[src/rtl/ctu_pkg.sv]
`timescale 1ns/1ps
package ctu_pkg;
  localparam int MODE_W      = 2;
  localparam int BASE_LOG    = 4;
  localparam int STEP_LOG    = 2;
  localparam int ADDR_W      = 4;
  localparam int DATA_W      = 8;
  localparam int STATUS_ADDR = 0;
  localparam int SYNC_STAGES = 2;
  localparam int RST_STAGES  = 2;
endpackage

[src/rtl/ctu_prescaler.sv]
`timescale 1ns/1ps
module ctu_prescaler #(
  parameter int MODE_W   = 2,
  parameter int BASE_LOG = 4,
  parameter int STEP_LOG = 2
) (
  input  logic              clk,
  input  logic              rst_n,
  input  logic [MODE_W-1:0] mode_i,
  output logic              set_evt_o
);
  localparam int NUM_MODES = 1 << MODE_W;
  localparam int CNT_W     = BASE_LOG + STEP_LOG * (NUM_MODES - 1);

  logic [CNT_W-1:0]     cnt_q, cnt_d;
  logic [MODE_W-1:0]    mode_q, mode_d;
  logic                 pulse_q, pulse_d;
  logic [NUM_MODES-1:0] taps;
  logic                 pulse;
  logic                 restart;

  // one square-wave tap per selectable interval
  for (genvar g = 0; g < NUM_MODES; g++) begin : g_tap
    assign taps[g] = cnt_q[BASE_LOG - 1 + STEP_LOG * g];
  end

  assign pulse     = taps[mode_q];
  assign restart   = (mode_i != mode_q);
  assign set_evt_o = pulse & ~pulse_q;

  always_comb begin
    cnt_d   = restart ? '0 : cnt_q + 1'b1;
    mode_d  = mode_i;
    pulse_d = pulse;
  end

  always_ff @(posedge clk or negedge rst_n) begin
    if (!rst_n) begin
      cnt_q   <= '0;
      mode_q  <= '0;
      pulse_q <= 1'b0;
    end else begin
      cnt_q   <= cnt_d;
      mode_q  <= mode_d;
      pulse_q <= pulse_d;
    end
  end
endmodule

[src/rtl/ctu_ce_sync.sv]
`timescale 1ns/1ps
module ctu_ce_sync #(
  parameter int STAGES = 2
) (
  input  logic clk,
  input  logic rst_n,
  input  logic pin_i,
  output logic rise_o
);
  logic [STAGES-1:0] chain_q, chain_d;
  logic              last_q, last_d;

  always_comb begin
    chain_d[0] = pin_i;
    for (int i = 1; i < STAGES; i++) chain_d[i] = chain_q[i-1];
    last_d = chain_q[STAGES-1];
  end

  assign rise_o = chain_q[STAGES-1] & ~last_q;

  always_ff @(posedge clk or negedge rst_n) begin
    if (!rst_n) begin
      chain_q <= '0;
      last_q  <= 1'b0;
    end else begin
      chain_q <= chain_d;
      last_q  <= last_d;
    end
  end
endmodule

[src/rtl/ctu_carry_flag.sv]
`timescale 1ns/1ps
module ctu_carry_flag (
  input  logic clk,
  input  logic rst_n,
  input  logic set_evt_i,
  input  logic clr_i,
  output logic flag_o,
  output logic armed_o
);
  logic flag_q, flag_d;
  logic armed_q, armed_d;
  logic set_ok;

  assign set_ok = set_evt_i & armed_q;

  always_comb begin
    armed_d = armed_q | clr_i;
    if (set_ok)     flag_d = 1'b1;   // a set wins over a same-cycle clear
    else if (clr_i) flag_d = 1'b0;
    else            flag_d = flag_q;
  end

  always_ff @(posedge clk or negedge rst_n) begin
    if (!rst_n) begin
      flag_q  <= 1'b0;
      armed_q <= 1'b0;
    end else begin
      flag_q  <= flag_d;
      armed_q <= armed_d;
    end
  end

  assign flag_o  = flag_q;
  assign armed_o = armed_q;
endmodule

[src/rtl/carry_tick_unit.sv]
`timescale 1ns/1ps
module carry_tick_unit
  import ctu_pkg::*;
#(
  parameter int P_MODE_W = MODE_W,
  parameter int P_ADDR_W = ADDR_W,
  parameter int P_DATA_W = DATA_W
) (
  input  logic                clk,
  input  logic                rst_n,
  input  logic                ce_pin,
  input  logic [P_MODE_W-1:0] mode_sel,
  input  logic                bus_rd,
  input  logic                bus_wr,
  input  logic [P_ADDR_W-1:0] bus_addr,
  input  logic [P_DATA_W-1:0] bus_wdata,
  output logic [P_DATA_W-1:0] bus_rdata,
  output logic                ce_reset_o
);
  localparam logic [P_ADDR_W-1:0] STAT_A = P_ADDR_W'(STATUS_ADDR);

  logic [RST_STAGES-1:0] rst_pipe_q;
  logic                  rst_sync_n;
  logic                  set_evt;
  logic                  ce_rise;
  logic                  rd_hit;
  logic                  flag;
  logic                  armed;
  logic                  pend_q, pend_d;
  logic                  wr_unused;

  // reset: asserted asynchronously, released on the clock
  always_ff @(posedge clk or negedge rst_n) begin
    if (!rst_n) rst_pipe_q <= '0;
    else        rst_pipe_q <= {rst_pipe_q[RST_STAGES-2:0], 1'b1};
  end
  assign rst_sync_n = rst_pipe_q[RST_STAGES-1];

  ctu_prescaler #(
    .MODE_W  (P_MODE_W),
    .BASE_LOG(BASE_LOG),
    .STEP_LOG(STEP_LOG)
  ) u_presc (
    .clk      (clk),
    .rst_n    (rst_sync_n),
    .mode_i   (mode_sel),
    .set_evt_o(set_evt)
  );

  ctu_ce_sync #(.STAGES(SYNC_STAGES)) u_cesync (
    .clk   (clk),
    .rst_n (rst_sync_n),
    .pin_i (ce_pin),
    .rise_o(ce_rise)
  );

  assign rd_hit = bus_rd & (bus_addr == STAT_A);

  ctu_carry_flag u_flag (
    .clk      (clk),
    .rst_n    (rst_sync_n),
    .set_evt_i(set_evt),
    .clr_i    (rd_hit),
    .flag_o   (flag),
    .armed_o  (armed)
  );

  // writes are decoded nowhere: the status bit is read-only
  assign wr_unused = bus_wr ^ (^bus_wdata);

  always_comb begin
    pend_d = ce_rise | (pend_q & ~set_evt);
  end

  always_ff @(posedge clk or negedge rst_sync_n) begin
    if (!rst_sync_n) pend_q <= 1'b0;
    else             pend_q <= pend_d;
  end

  assign ce_reset_o = pend_q & set_evt;
  assign bus_rdata  = rd_hit ? {{(P_DATA_W-1){1'b0}}, flag} : '0;
endmodule

[config.mk]
export PLATFORM = sky130hd
export DESIGN_NAME = carry_tick_unit
export DESIGN_NICKNAME = d
export VERILOG_FILES = /design/src/rtl/ctu_pkg.sv /design/src/rtl/ctu_prescaler.sv /design/src/rtl/ctu_ce_sync.sv /design/src/rtl/ctu_carry_flag.sv /design/src/rtl/carry_tick_unit.sv
export SDC_FILE = /design/constraint.sdc
export NUM_CORES = 1
export LEC_CHECK = 0
export CORE_MARGIN = 2
export CORE_UTILIZATION = 44
export CTS_CLUSTER_SIZE = 10
export DETAILED_ROUTE_END_ITERATION = 10
export PLACE_DENSITY = 0.77
export SLEW_MARGIN = 20
export SYNTH_ARGS = -nofsm -noshare
export SYNTH_HDL_FRONTEND = slang
export SYNTH_SLANG_ARGS = --single-unit
export TNS_END_PERCENT = 50
[constraint.sdc]
create_clock -name clk -period 1.9 [get_ports clk]
set_input_delay 0.38 -clock clk [delete_from_list [all_inputs] [get_ports clk]]
set_output_delay 0.38 -clock clk [all_outputs]
set_load 0.01 [all_outputs]
**Yosys cells after proc, flatten, opt, wreduce, memory -nomap -nowiden**

Index checks and enable logic that the tools add are counted.

- Add/sub/neg operators: 1
- Order comparisons: 1
- Equal/unequal tests: 1
- Multiplexer cells: 6
- Bitwise operators: 11
- Reductions and logical operators: 2

Operator list:

| operator | number |
|---|---|
| adder 10 x 1 -> 10 bit (second input constant) | 1 |
| 2-to-1 mux 10 bit | 1 |
| bitwise AND 1 bit | 6 |
| logical NOT 4 bit | 1 |
| 2-to-1 mux 1 bit | 4 |
| less-than comparator 2 x 3 -> 1 bit (second input constant) | 1 |
| inverter 1 bit | 3 |
| binary-select mux 1 bit (select 2 bit) | 1 |
| inequality test 2 bit | 1 |
| bitwise OR 1 bit | 2 |
| nonzero test 2 bit | 1 |

- Register bits after elaboration: 21
- Bits of input ports: 19
- Word-level logic and storage cells: 31

**Longest topological paths before layout**

Gate-level depths: netlist (run 1).

- Depth in word-level cells: 6
- Depth in mapped cells: 4
- Depth with buffers taken out: 4

**Hierarchy**

From an unflattened synthesis (run 1), not the netlist that was laid out.

- Cell total of the unflattened synthesis: 80
- Area, all modules: 925.9 um^2

By module, submodules not included:

| module | times used | cells each | area an instance (um^2) |
|---|---|---|---|
| ctu_prescaler | 1 | 52 | 589.3 |
| carry_tick_unit | 1 | 18 | 178.9 |
| ctu_ce_sync | 1 | 4 | 88.8 |
| ctu_carry_flag | 1 | 6 | 68.8 |

**Worst setup path before layout (run 1)**

No wires, ideal clock.

- Path kind: flip-flop to output port
- Start point: register u_presc.cnt_q[3]
- End point: output ce_reset_o
- Arrival: 1.201 ns
- Data required time: 1.520 ns
- Path slack: 0.319 ns
- Stages on the path, launching flop included: 4
- Cells stage by stage: dfrtp_1 mux4_2 nor2b_1 and2_1

- Cells in the longest elaborated chain, start to end: 4

RTL lines:

| element | RTL line | source |
|---|---|---|
| start: declaration | ctu_prescaler.sv:15 | `logic [CNT_W-1:0] cnt_q, cnt_d;` |
| start signal: assignment | ctu_prescaler.sv:43 | `cnt_q <= cnt_d;` |
| binary-select mux 1 bit (select 2 bit) | ctu_prescaler.sv:27 | `assign pulse = taps[mode_q];` |
| 2-to-1 mux 1 bit (implied by the code) | ctu_prescaler.sv:27 |  |
| via u_presc.pulse | ctu_prescaler.sv:19 | `logic pulse;` |
| bitwise AND 1 bit | ctu_prescaler.sv:29 | `assign set_evt_o = pulse & ~pulse_q;` |
| bitwise AND 1 bit | carry_tick_unit.sv:80 | `assign ce_reset_o = pend_q & set_evt;` |
| end: declaration | carry_tick_unit.sv:18 | `output logic ce_reset_o` |

The timed path passes the listed nets, and every way through them passes these cells. The select of a mux whose other input is x is not followed.

**Worst setup path after layout (run 1)**

- Start point: register u_presc.mode_q[1]
- End point: output ce_reset_o

- Cells in the longest elaborated chain, start to end: 4

RTL lines:

| element | RTL line | source |
|---|---|---|
| start: declaration | ctu_prescaler.sv:16 | `logic [MODE_W-1:0] mode_q, mode_d;` |
| start signal: assignment | ctu_prescaler.sv:44 | `mode_q <= mode_d;` |
| binary-select mux 1 bit (select 2 bit) | ctu_prescaler.sv:27 |  |
| 2-to-1 mux 1 bit (implied by the code) | ctu_prescaler.sv:27 |  |
| via u_presc.pulse | ctu_prescaler.sv:19 |  |
| bitwise AND 1 bit | ctu_prescaler.sv:29 |  |
| bitwise AND 1 bit | carry_tick_unit.sv:80 |  |

The timed path passes the listed nets, and every way through them passes these cells. The select of a mux whose other input is x is not followed.

==> impl_metrics.csv, run 1 <==
group,metric,value,unit
status,status,"finished with violations",
status,violations,"setup timing",
timing,fmax,0.501,GHz
timing,slew_violations,0,
critical_path,slowest_delay,0.52,ns
grt,grt_first_pass_wirelength,2420,um
flow_run,drv_cap,0,
final_layout,area_growth,21.9,%
critical_path,cp_num_buf_inv,1,
worst_hold_path,worstHoldPathType,"input pin to asynchronous set/reset pin",
floorplan,io_pins,28,
clock_tree,insertion_delay,0.31,ns
timing,finalCritPeriodShare,105,%
power_and_ir_drop,ir_drop,0.000569,V
final_layout,final_cell_mix,"21 x dfrtp_1, 9 x clkdlybuf4s50_1, 8 x conb_1",
final_layout,seq_area,526,um2
clock_tree,numCtsBuffers,3,
critical_path,worstPathRequired,1.52,ns
floorplan,die_h,49.0,um
clock_tree,clk_pin_slew,0.11,ns
timing,hold_violations,0,
drt,drt_iter0_markers,13,
clock_tree,clock_path_buffers,2,
drt,firstDrtPassIters,4,
synthesis,syn_inst,78,
timing,worst_slew_pin_slew,0.725,ns
place,gp_congestion,0.694,
power_and_ir_drop,total_power,0.000747,W
clock_tree,cts_hold_buf,0,
critical_path,cp_slowest_cell,"mux4_2",
synthesis,seq_area_frac_synth,59.1,%
synthesis,synthDistinctLibCells,26,
critical_path,reg2reg_slack,0.52,ns
grt,grt_pass1_vias,592,
synthesis,synth-seq-cells,21,
critical_path,crit_family,"multiplexers",
clock_tree,cts.sinks,21,
place,port_buffers,11,
grt,grt_max_degree,20,
timing,finalCriticalPeriod,2.00,ns
final_layout,mostFrequentLayoutCell,"dfrtp_1",
timing,finalSetupViolCount,1,
power_and_ir_drop,power_density,689,nW/um2
grt,grt.total_usage,13.5,%
synthesis,syn_area_per_cell,11.4,um2
floorplan,dieWidth,49.0,um
synthesis,ys_warn_count,0,
final_layout,n_antenna_cell,0,
floorplan,rows,16,
drt,via_per_inst,4.84,
synthesis,synth-edff-count,0,
final_layout,multi_input_area,333,um2
grt,grt.overflow.total,0,
final_layout,drive_above_1_share,17.3,%
timing,timing.hold.ws,0.222,ns
critical_path,critical_path_class,"register to primary output",
drt,vias,605,
grt,antenna_found_initial,0,
critical_path,cp_cell_sequence,"mux4_2 > nor2b_4 > and2_1 > buf_2",
floorplan,core,1940,um2
final_layout,fin_nets,119,
place,dp_cells,121,
critical_path,crit_path_start_kind,"register",
final_layout,instances_no_fill,125,
power_and_ir_drop,p_leak,0.480,nW
timing,rsz0062_at_grt,"yes",
synthesis,async_flop_share,100,%
critical_path,crit_fanout,2,
clock_tree,cts_root_buf,"clkbuf_4",
floorplan,initial_core_util,45.8,%
timing,relSlewSlack,51.7,%
floorplan,dieArea,2400,um2
timing,skew,0.00578,ns
clock_tree,tritoncts,"built",
drt,finalWirelength,1370,um
timing,postLayoutSetupSlackWorst,-0.0960,ns
timing,setup_tns,-0.0960,ns
drt,drt-wirelength-per-cell,11.0,um
drt,drcViolationCount,0,
place,place_ws,-0.326,ns
drt,ant_nets,0,
synthesis,syn_area,890,um2
critical_path,r2r_cells,4,
synthesis,synth_ff_type,"dfrtp_1",
critical_path,crit_path_end_kind,"primary output",
clock_tree,htreeDepth,1,
critical_path,arrival,1.62,ns
final_layout,fill_cells,181,
place,hpwlAfterDp,1070,um
critical_path,cp.depth,4,
synthesized netlist by cell type, types with 3 or more instances:
master | count | area share [%]
dfrtp_1 | 21 | 59
buf_4 | 7 | 5.9
a21oi_1 | 5 | 2.8
inv_1 | 4 | 1.7
nand3_1 | 4 | 2.3
nor2_1 | 4 | 1.7
o21ai_0 | 3 | 1.7
xnor2_1 | 3 | 3.0
metal layers:
layer	routed length, um	up-vias	global-route usage (%)
met5	0	-	0
met2	745	12	22.8
met4	31	0	9.52
li1	-	296	-
met3	31	2	1.84
met1	565	295	15.7
final timing paths:
path | end | startpoint
setup / recovery | ce_reset_o | u_presc.mode_q[1]
hold / removal | rst_pipe_q[0] | rst_n
setup reg to reg | u_flag.flag_o | u_presc.mode_q[1]
hold reg to reg | u_cesync.chain_q[1] | rst_pipe_q[1]
max in group asynchronous | u_presc.cnt_q[7] | rst_pipe_q[1]
min in group clk | u_cesync.chain_q[1] | u_cesync.chain_q[0]
metrics by stage:
stage	util, %	area (um2)
floorplan	-	912
global placement	54.0	1050
detailed placement	54.0	1050
CTS	55.9	1080
global route	55.9	1080
finish	55.9	1080
logic make-up (layout without fill, tap and decap cells):
| kind of cell | after synthesis | count (layout) | share of synthesized area, % |
|---|---|---|---|
| flops | 21 | 21 | 59.1 |
| buf+inv | 11 | 25 | 7.59 |
| xor+xnor | 5 | 5 | 4.92 |
| fa+ha+maj | 1 | 1 | 1.41 |
| simple gates | 25 | 25 | 15.8 |
| compound gates | 12 | 12 | 7.88 |
| mux | 1 | 1 | 2.53 |
| other cells | 2 | 8 | 0.844 |
area by class of cell:
cell class | instances | share of cell area, %
multi-input combinational | 52 | 30.7
tap | 27 | 3.11
sequential | 21 | 48.4
clock inverter | 1 | 0.461
clock buffer | 3 | 2.08
inverter | 4 | 1.38
timing repair buffer | 17 | 13.8
sequential cells by signal, indices dropped and copies added (netlist names):
signal / flops
u_presc.pulse_q: 1
u_presc.cnt_q: 10
u_flag.flag_o: 1
u_presc.mode_q: 2
u_flag.armed_o: 1
u_cesync.chain_q: 2
u_cesync.last_q: 1
rst_pipe_q: 2
pend_q: 1
report_power, final:
part	switching (W)	internal [W]	total (W)
clock network	0.000132	0.0000787	0.000211
registers	0.0000174	0.000465	0.000483
logic	0.0000241	0.0000291	0.0000532
total	0.000174	0.000573	0.000747
repair_timing:
| action | CTS | global route |
|---|---|---|
| resized for setup | 9 | 0 |
| pin swaps | 2 | 0 |
| buffers inserted | 0 | 0 |
| gates cloned | 0 | 0 |
| setup endpoints to repair | 2 | 2 |
(Power assumes the default switching activity.)
==> inputs of run 2 (changes only) <==
--- a/config.mk
+++ b/config.mk
@@ -5,13 +5,16 @@
 export SDC_FILE = /design/constraint.sdc
 export NUM_CORES = 1
 export LEC_CHECK = 0
+export CELL_PAD_IN_SITES_DETAIL_PLACEMENT = 1
+export CELL_PAD_IN_SITES_GLOBAL_PLACEMENT = 1
 export CORE_MARGIN = 2
-export CORE_UTILIZATION = 44
+export CORE_UTILIZATION = 35
 export CTS_CLUSTER_SIZE = 10
 export DETAILED_ROUTE_END_ITERATION = 10
-export PLACE_DENSITY = 0.77
+export PLACE_DENSITY = 0.78
 export SLEW_MARGIN = 20
 export SYNTH_ARGS = -nofsm -noshare
 export SYNTH_HDL_FRONTEND = slang
+export SYNTH_HIERARCHICAL = 1
 export SYNTH_SLANG_ARGS = --single-unit
 export TNS_END_PERCENT = 50
==> run 2 against run 1 <==
  * The flow still finishes with violations (setup timing)
  * Routed wire length is 18% higher
  * Sequential cell count is the same
  * Clock power about the same
  * Hold slack gained 0.0060 ns
  * First-iteration DRC count is 62% lower
  * Sequential power is 0.8% higher
  * Count of clock-buffer cells in the layout unchanged
  * Via count grew 7.9%
  * Register-to-register slack worse by 0.11 ns
  * Core utilization decreased by 9.6 points
  * Global-route usage down 1.6 points
  * Cell count is 8.0% higher
==> impl_metrics.csv, run 2 <==
group,metric,value,unit
synthesis,synth-seq-cells,21,
final_layout,drive_above_1_share,24.8,%
synthesis,synth_area_leaders,"dfrtp_1 57%, buf_4 5.7%, nand3_1 3.2%, xnor2_1 2.8%, a21oi_1 2.7%",
place,place_ws,-0.293,ns
timing,slew_violations,0,
drt,ant_nets,0,
timing,hold_violations,0,
final_layout,fill_cells,275,
critical_path,critical_path_class,"register to primary output",
clock_tree,insertion_delay,0.30,ns
place,port_buffers,11,
timing,fmax,0.497,GHz
place,gp_congestion,0.733,
power_and_ir_drop,ir_drop,0.000461,V
clock_tree,numCtsBuffers,3,
place,place_area,1090,um2
floorplan,io_pins,28,
timing,finalCritPeriodShare,106,%
drt,via_per_inst,4.84,
floorplan,dieArea,3070,um2
floorplan,core,2500,um2
timing,rsz0062_at_grt,"yes",
synthesis,syn_inst,80,
critical_path,worstPathRequired,1.52,ns
synthesis,synth_ff_type,"dfrtp_1",
clock_tree,cts_hold_buf,0,
synthesis,synthDistinctLibCells,27,
floorplan,die_h,55.4,um
synthesis,async_flop_share,100,%
clock_tree,htreeDepth,1,
timing,relSlewSlack,51.1,%
timing,postLayoutSetupSlackWorst,-0.113,ns
synthesis,yosys.area_share.simple,20.0,%
synthesis,yosys.cell_count.top_type,"dfrtp_1",
drt,vias,653,
drt,firstDrtPassIters,4,
flow_run,drv_cap,0,
synthesis,synth_compound_area_share,7.03,%
worst_hold_path,worstHoldPathType,"input pin to asynchronous set/reset pin",
final_layout,area_growth,24.9,%
final_layout,fin_nets,126,
floorplan,initial_core_util,37.0,%
grt,grt_pass1_vias,612,
timing,finalSetupViolCount,1,
synthesis,yosys.area_share.adder,1.35,%
critical_path,crit_fanout,2,
status,status,"finished with violations",
drt,drt-wirelength-per-cell,12.0,um
grt,grt.total_usage,11.9,%
status,violations,"setup timing",
final_layout,mostFrequentLayoutCell,"dfrtp_1",
final_layout,fin_area,1160,um2
critical_path,r2r_cells,4,
critical_path,arrival,1.63,ns
clock_tree,clk_pin_slew,0.11,ns
grt,grt_first_pass_wirelength,2860,um
synthesis,synth_top_area_share,56.8,%
drt,finalWirelength,1620,um
synthesis,synth_xor_area_share,4.73,%
grt,grt.overflow.total,0,
power_and_ir_drop,p_leak,0.518,nW
critical_path,cp_cell_sequence,"mux4_2 > nor2b_4 > and2_1 > buf_2",
floorplan,dieWidth,55.4,um
timing,timing.hold.ws,0.228,ns
critical_path,crit_path_start_kind,"register",
grt,antenna_found_initial,0,
final_layout,largest_reg_flops,10,
synthesis,synth-edff-count,0,
timing,worst_slew_pin_slew,0.734,ns
final_layout,final_cell_mix,"21 x dfrtp_1, 11 x buf_4, 9 x clkdlybuf4s50_1",
clock_tree,cts_root_buf,"clkbuf_4",
timing,skew,0.00736,ns
final_layout,top_register,"u_presc/cnt_q",
drt,drt_iter0_markers,5,
synthesis,muxShareOfSynthArea,2.43,%
synthesis,ys_warn_count,6,
grt,grt_max_degree,20,
synthesis,yosysTopAreaCell,"dfrtp_1",
synthesis,seq_area_frac_synth,56.8,%
clock_tree,clock_path_buffers,2,
synthesis,synth_commonest_cells,"21 x dfrtp_1, 7 x buf_4, 6 x nand3_1, 5 x a21oi_1, 5 x o21ai_0",
critical_path,cp_slowest_cell,"mux4_2",
critical_path,slowest_delay,0.53,ns
final_layout,n_antenna_cell,0,
clock_tree,cts.sinks,21,
drt,drcViolationCount,0,
final_layout,instances_no_fill,135,
synthesis,synth_top_family_by_area,"simple AND/OR/NAND/NOR gates",
floorplan,rows,18,
place,dp_cells,126,
timing,finalCriticalPeriod,2.01,ns
timing,setup_tns,-0.113,ns
place,hpwlAfterDp,1200,um
critical_path,crit_path_end_kind,"primary output",
synthesis,syn_area,926,um2
power_and_ir_drop,power_density,657,nW/um2
synthesis,syn_area_per_cell,11.6,um2
clock_tree,tritoncts,"built",
## run 2: cell count changes after synthesis, moves of 2 or more
cell / previous run / this run
nand4_1: 2 / 0
o21ai_0: 3 / 5
nand3_1: 4 / 6
or3_2: 1 / 3
## run 2: power breakdown
group          internal [W]  leakage (nW)  switching, W  total [W]
combinational     0.0000344         0.234     0.0000282  0.0000626
clock             0.0000786        0.0177      0.000132   0.000211
sequential         0.000465         0.266     0.0000212   0.000487
total              0.000578         0.518      0.000182   0.000760
## run 2: path summary, 6_finish.rpt
kind / start / to / slack, ns
worst max-delay path: u_presc/mode_q[0] / ce_reset_o / -0.11
worst min-delay path: rst_n / rst_pipe_q[0] / 0.23
worst max register to register: u_presc/cnt_q[0] / u_presc/cnt_q[6] / 0.41
worst min register to register: rst_pipe_q[1] / u_presc/cnt_q[5] / 0.30
max in group asynchronous: rst_pipe_q[1] / u_flag/armed_o / 1.13
min in group clk: u_cesync/chain_q[0] / u_cesync/chain_q[1] / 0.36
## run 2: worst max-delay path, delay by kind of cell (launching register included)
kind	cells	cell delay [ns]
buffers and inverters	1	0.13
DFF	1	0.41
muxes	1	0.53
and+or+nand+nor	2	0.26
## run 2: cell families (layout without fill, tap and decap cells)
kind of cell / after synthesis / in the layout
other: 2 / 8
AOI/OAI and AO/OA: 12 / 12
muxes: 1 / 1
buffers and inverters: 10 / 29
adders and majority gates: 1 / 1
and+or+nand+nor: 28 / 28
xor gates and xnor gates: 5 / 5
DFF: 21 / 21
## run 2: area by class of cell
cell class                 instances  area [um2]  share of cell area (%)
clock buffer                       3        22.5                    1.95
clock inverter                     1        5.00                   0.433
inverter                           3        11.3                   0.974
multi-input combinational         55         367                    31.7
sequential                        21         526                    45.5
tap                               30        37.5                    3.25
timing repair buffer              22         188                    16.2
## run 2: layer usage
metal / share of wire [%] / up-vias / global-route usage (%) / routed length (um)
met1: 43 / 326 / 14.3 / 694
li1: - / 308 / - / -
met4: 3.4 / 0 / 9.41 / 55
met5: 0 / - / 0 / 0
met2: 50 / 15 / 19.4 / 817
met3: 3.5 / 4 / 1.17 / 56
## run 2: through the flow
stage	utilization, %	total power, W
floorplan	-	0.000530
global placement	43.5	0.000551
detailed placement	43.5	0.000554
CTS	45.9	0.000772
global route	46.2	0.000796
finish	46.2	0.000760
## run 2: what timing repair did
action | CTS | global route
endpoints found under the setup margin | 2 | 2
resized for setup | 8 | 0
pin swaps | 1 | 1
setup buffers | 4 | 1
==> inputs of run 3 (changes only) <==
==> constraint.sdc (replaced) <==
create_clock -name clk -period 2.2 [get_ports clk]
set_input_delay 0.44 -clock clk [delete_from_list [all_inputs] [get_ports clk]]
set_output_delay 0.44 -clock clk [all_outputs]
set_load 0.01 [all_outputs]
==> run 3 against run 2 <==
  * The flow now finishes without violations
  * Combinational power shrank 22%
  * Design area fell by 4.7%
  * First-iteration DRC count increased by 80%
  * Setup slack improved by 0.28 ns
  * Die area stayed put
  * Cell count fell by 5.2%
  * Critical path type unchanged
  * Largest power group unchanged
==> impl_metrics.csv, run 3 (synthesized netlist as in run 2, its figures left out) <==
group,metric,value,unit
place,dp_cells,122,
power_and_ir_drop,p_int,0.000496,W
final_layout,fin_nets,119,
floorplan,io_pins,28,
final_layout,top_register,"u_presc/cnt_q",
critical_path,r2r_end,"u_presc/cnt_q[6]",
critical_path,crit_fanout,3,
final_layout,utilization,44.1,%
timing,finalSetupViolCount,0,
place,place_area,1060,um2
floorplan,rows,18,
grt,grt_max_degree,20,
power_and_ir_drop,clkPwrFrac,27.3,%
timing,timing.hold.ws,0.298,ns
timing,setup_tns,0,ns
grt,antenna_found_initial,0,
final_layout,drive_above_1_share,19.4,%
timing,slew_violations,0,
drt,drt_iter0_markers,9,
final_layout,final_cell_mix,"21 x dfrtp_1, 9 x clkdlybuf4s50_1, 8 x conb_1",
power_and_ir_drop,pwr-share-comb,7.6,%
flow_run,drv_cap,0,
timing,finalCritPeriodShare,92.6,%
final_layout,mostFrequentLayoutCell,"dfrtp_1",
drt,drcViolationCount,0,
floorplan,core,2500,um2
drt,via_per_inst,4.68,
critical_path,r2r_start,"u_presc/cnt_q[0]",
final_layout,n_antenna_cell,0,
timing,relSlewSlack,51.7,%
power_and_ir_drop,p_sw_share,23.1,%
grt,grt.total_usage,11.7,%
drt,ant_nets,0,
clock_tree,cts_root_buf,"clkbuf_4",
place,gp_congestion,0.783,
critical_path,critical_path_class,"register to primary output",
drt,vias,599,
timing,skew,0.00900,ns
floorplan,initial_core_util,37.0,%
critical_path,crit_path_start_kind,"register",
final_layout,largest_reg_flops,10,
grt,grt_first_pass_wirelength,2930,um
critical_path,crit_path_end_kind,"primary output",
clock_tree,insertion_delay,0.29,ns
place,hpwlAfterDp,1160,um
status,status,"completed",
power_and_ir_drop,p_leak,0.483,nW
clock_tree,numCtsBuffers,3,
final_layout,instances_no_fill,128,
timing,rsz0062_at_grt,"no",
critical_path,crit_family,"multiplexers",
drt,drt-wirelength-per-cell,12.0,um
critical_path,arrival,1.60,ns
clock_tree,htreeDepth,1,
worst_hold_path,worstHoldPathType,"input pin to asynchronous set/reset pin",
drt,firstDrtPassIters,2,
critical_path,worstPathRequired,1.76,ns
power_and_ir_drop,p_switching,0.000149,W
floorplan,dieArea,3070,um2
final_layout,area_growth,19.1,%
critical_path,cp_num_buf_inv,1,
final_layout,fin_area,1100,um2
drt,finalWirelength,1530,um
place,port_buffers,11,
critical_path,cp_cell_sequence,"mux4_2 > nor2b_4 > and2_1 > clkbuf_2",
clock_tree,tritoncts,"built",
timing,hold_violations,0,
grt,grt.overflow.total,0,
power_and_ir_drop,power_density,585,nW/um2
floorplan,dieWidth,55.4,um
critical_path,r2r_cells,4,
timing,worst_slew_pin_slew,0.725,ns
timing,finalCriticalPeriod,2.04,ns
grt,grt_pass1_vias,664,
critical_path,slowest_delay,0.53,ns
clock_tree,clk_pin_slew,0.11,ns
timing,fmax,0.491,GHz
clock_tree,cts.sinks,21,
critical_path,reg2reg_slack,0.73,ns
power_and_ir_drop,pwr-share-seq,65.0,%
final_layout,fill_cells,273,
floorplan,die_h,55.4,um
power_and_ir_drop,ir_drop,0.000445,V
clock_tree,clock_path_buffers,2,
critical_path,cp_slowest_cell,"mux4_2",
==> run 3: changes by cell type in the layout (fill, tap and decap cells not counted) <==
cell | before | now
clkdlybuf4s15_1 | 1 | 0
buf_2 | 1 | 0
dlygate4sd2_1 | 0 | 1
buf_4 | 11 | 4
clkbuf_2 | 0 | 1
==> run 3: worst max-delay path by stage <==
stage / from / to / cells past startpoint
2_1_floorplan: u_presc/cnt_q[3] / ce_reset_o / 3
3_3_place_gp: bus_addr[1] / bus_rdata[0] / 4
3_5_place_dp: bus_addr[1] / bus_rdata[0] / 4
4_1_cts: u_presc/mode_q[0] / ce_reset_o / 4
5_1_grt: bus_addr[1] / bus_rdata[0] / 4
6_report: u_presc/mode_q[0] / ce_reset_o / 4
==> run 3: power groups by stage <==
stage	combinational [W]	clock (W)	sequential [W]
after global placement	0.0000468	0	0.000427
after floorplan	0.0000341	0	0.000423
after global routing	0.0000564	0.000204	0.000424
after CTS	0.0000501	0.000186	0.000420
after detailed placement	0.0000474	0	0.000428
final	0.0000491	0.000176	0.000420
==> run 3: through the flow <==
step	setup WS, ns	total power [W]
3_5_place_dp	-0.0937	0.000475
6_report	0.164	0.000645
4_1_cts	-0.0346	0.000657
5_1_grt	0.0564	0.000685
2_1_floorplan	0.558	0.000457
3_3_place_gp	-0.0863	0.000474
==> run 3: cell type report <==
type / count / area [um2] / share of cell area, %
Sequential cell: 21 / 526 / 47.7
Multi-Input combinational cell: 55 / 367 / 33.3
Timing Repair Buffer: 15 / 134 / 12.1
Tap cell: 30 / 37.5 / 3.41
Clock buffer: 3 / 22.5 / 2.04
Inverter: 3 / 11.3 / 1.02
Clock inverter: 1 / 5.00 / 0.454
==> run 3: repair_timing <==
item,4_1_cts,5_1_grt
endpoints found under the hold margin,0,0
gates cloned,0,0
setup endpoints to repair,2,1
gates resized for setup,2,4
hold buffers,0,0
setup buffers,2,0
==> run 3: routing by layer <==
| metal | part of all wire [%] | track usage [%] | up-vias | routed length (um) |
|---|---|---|---|---|
| met5 | 0 | 0 | - | 0 |
| li1 | - | - | 297 | - |
| met1 | 44 | 14.4 | 287 | 671 |
| met4 | 1.8 | 6.27 | 0 | 27 |
| met2 | 52 | 19.9 | 13 | 790 |
| met3 | 2.9 | 1.17 | 2 | 44 |
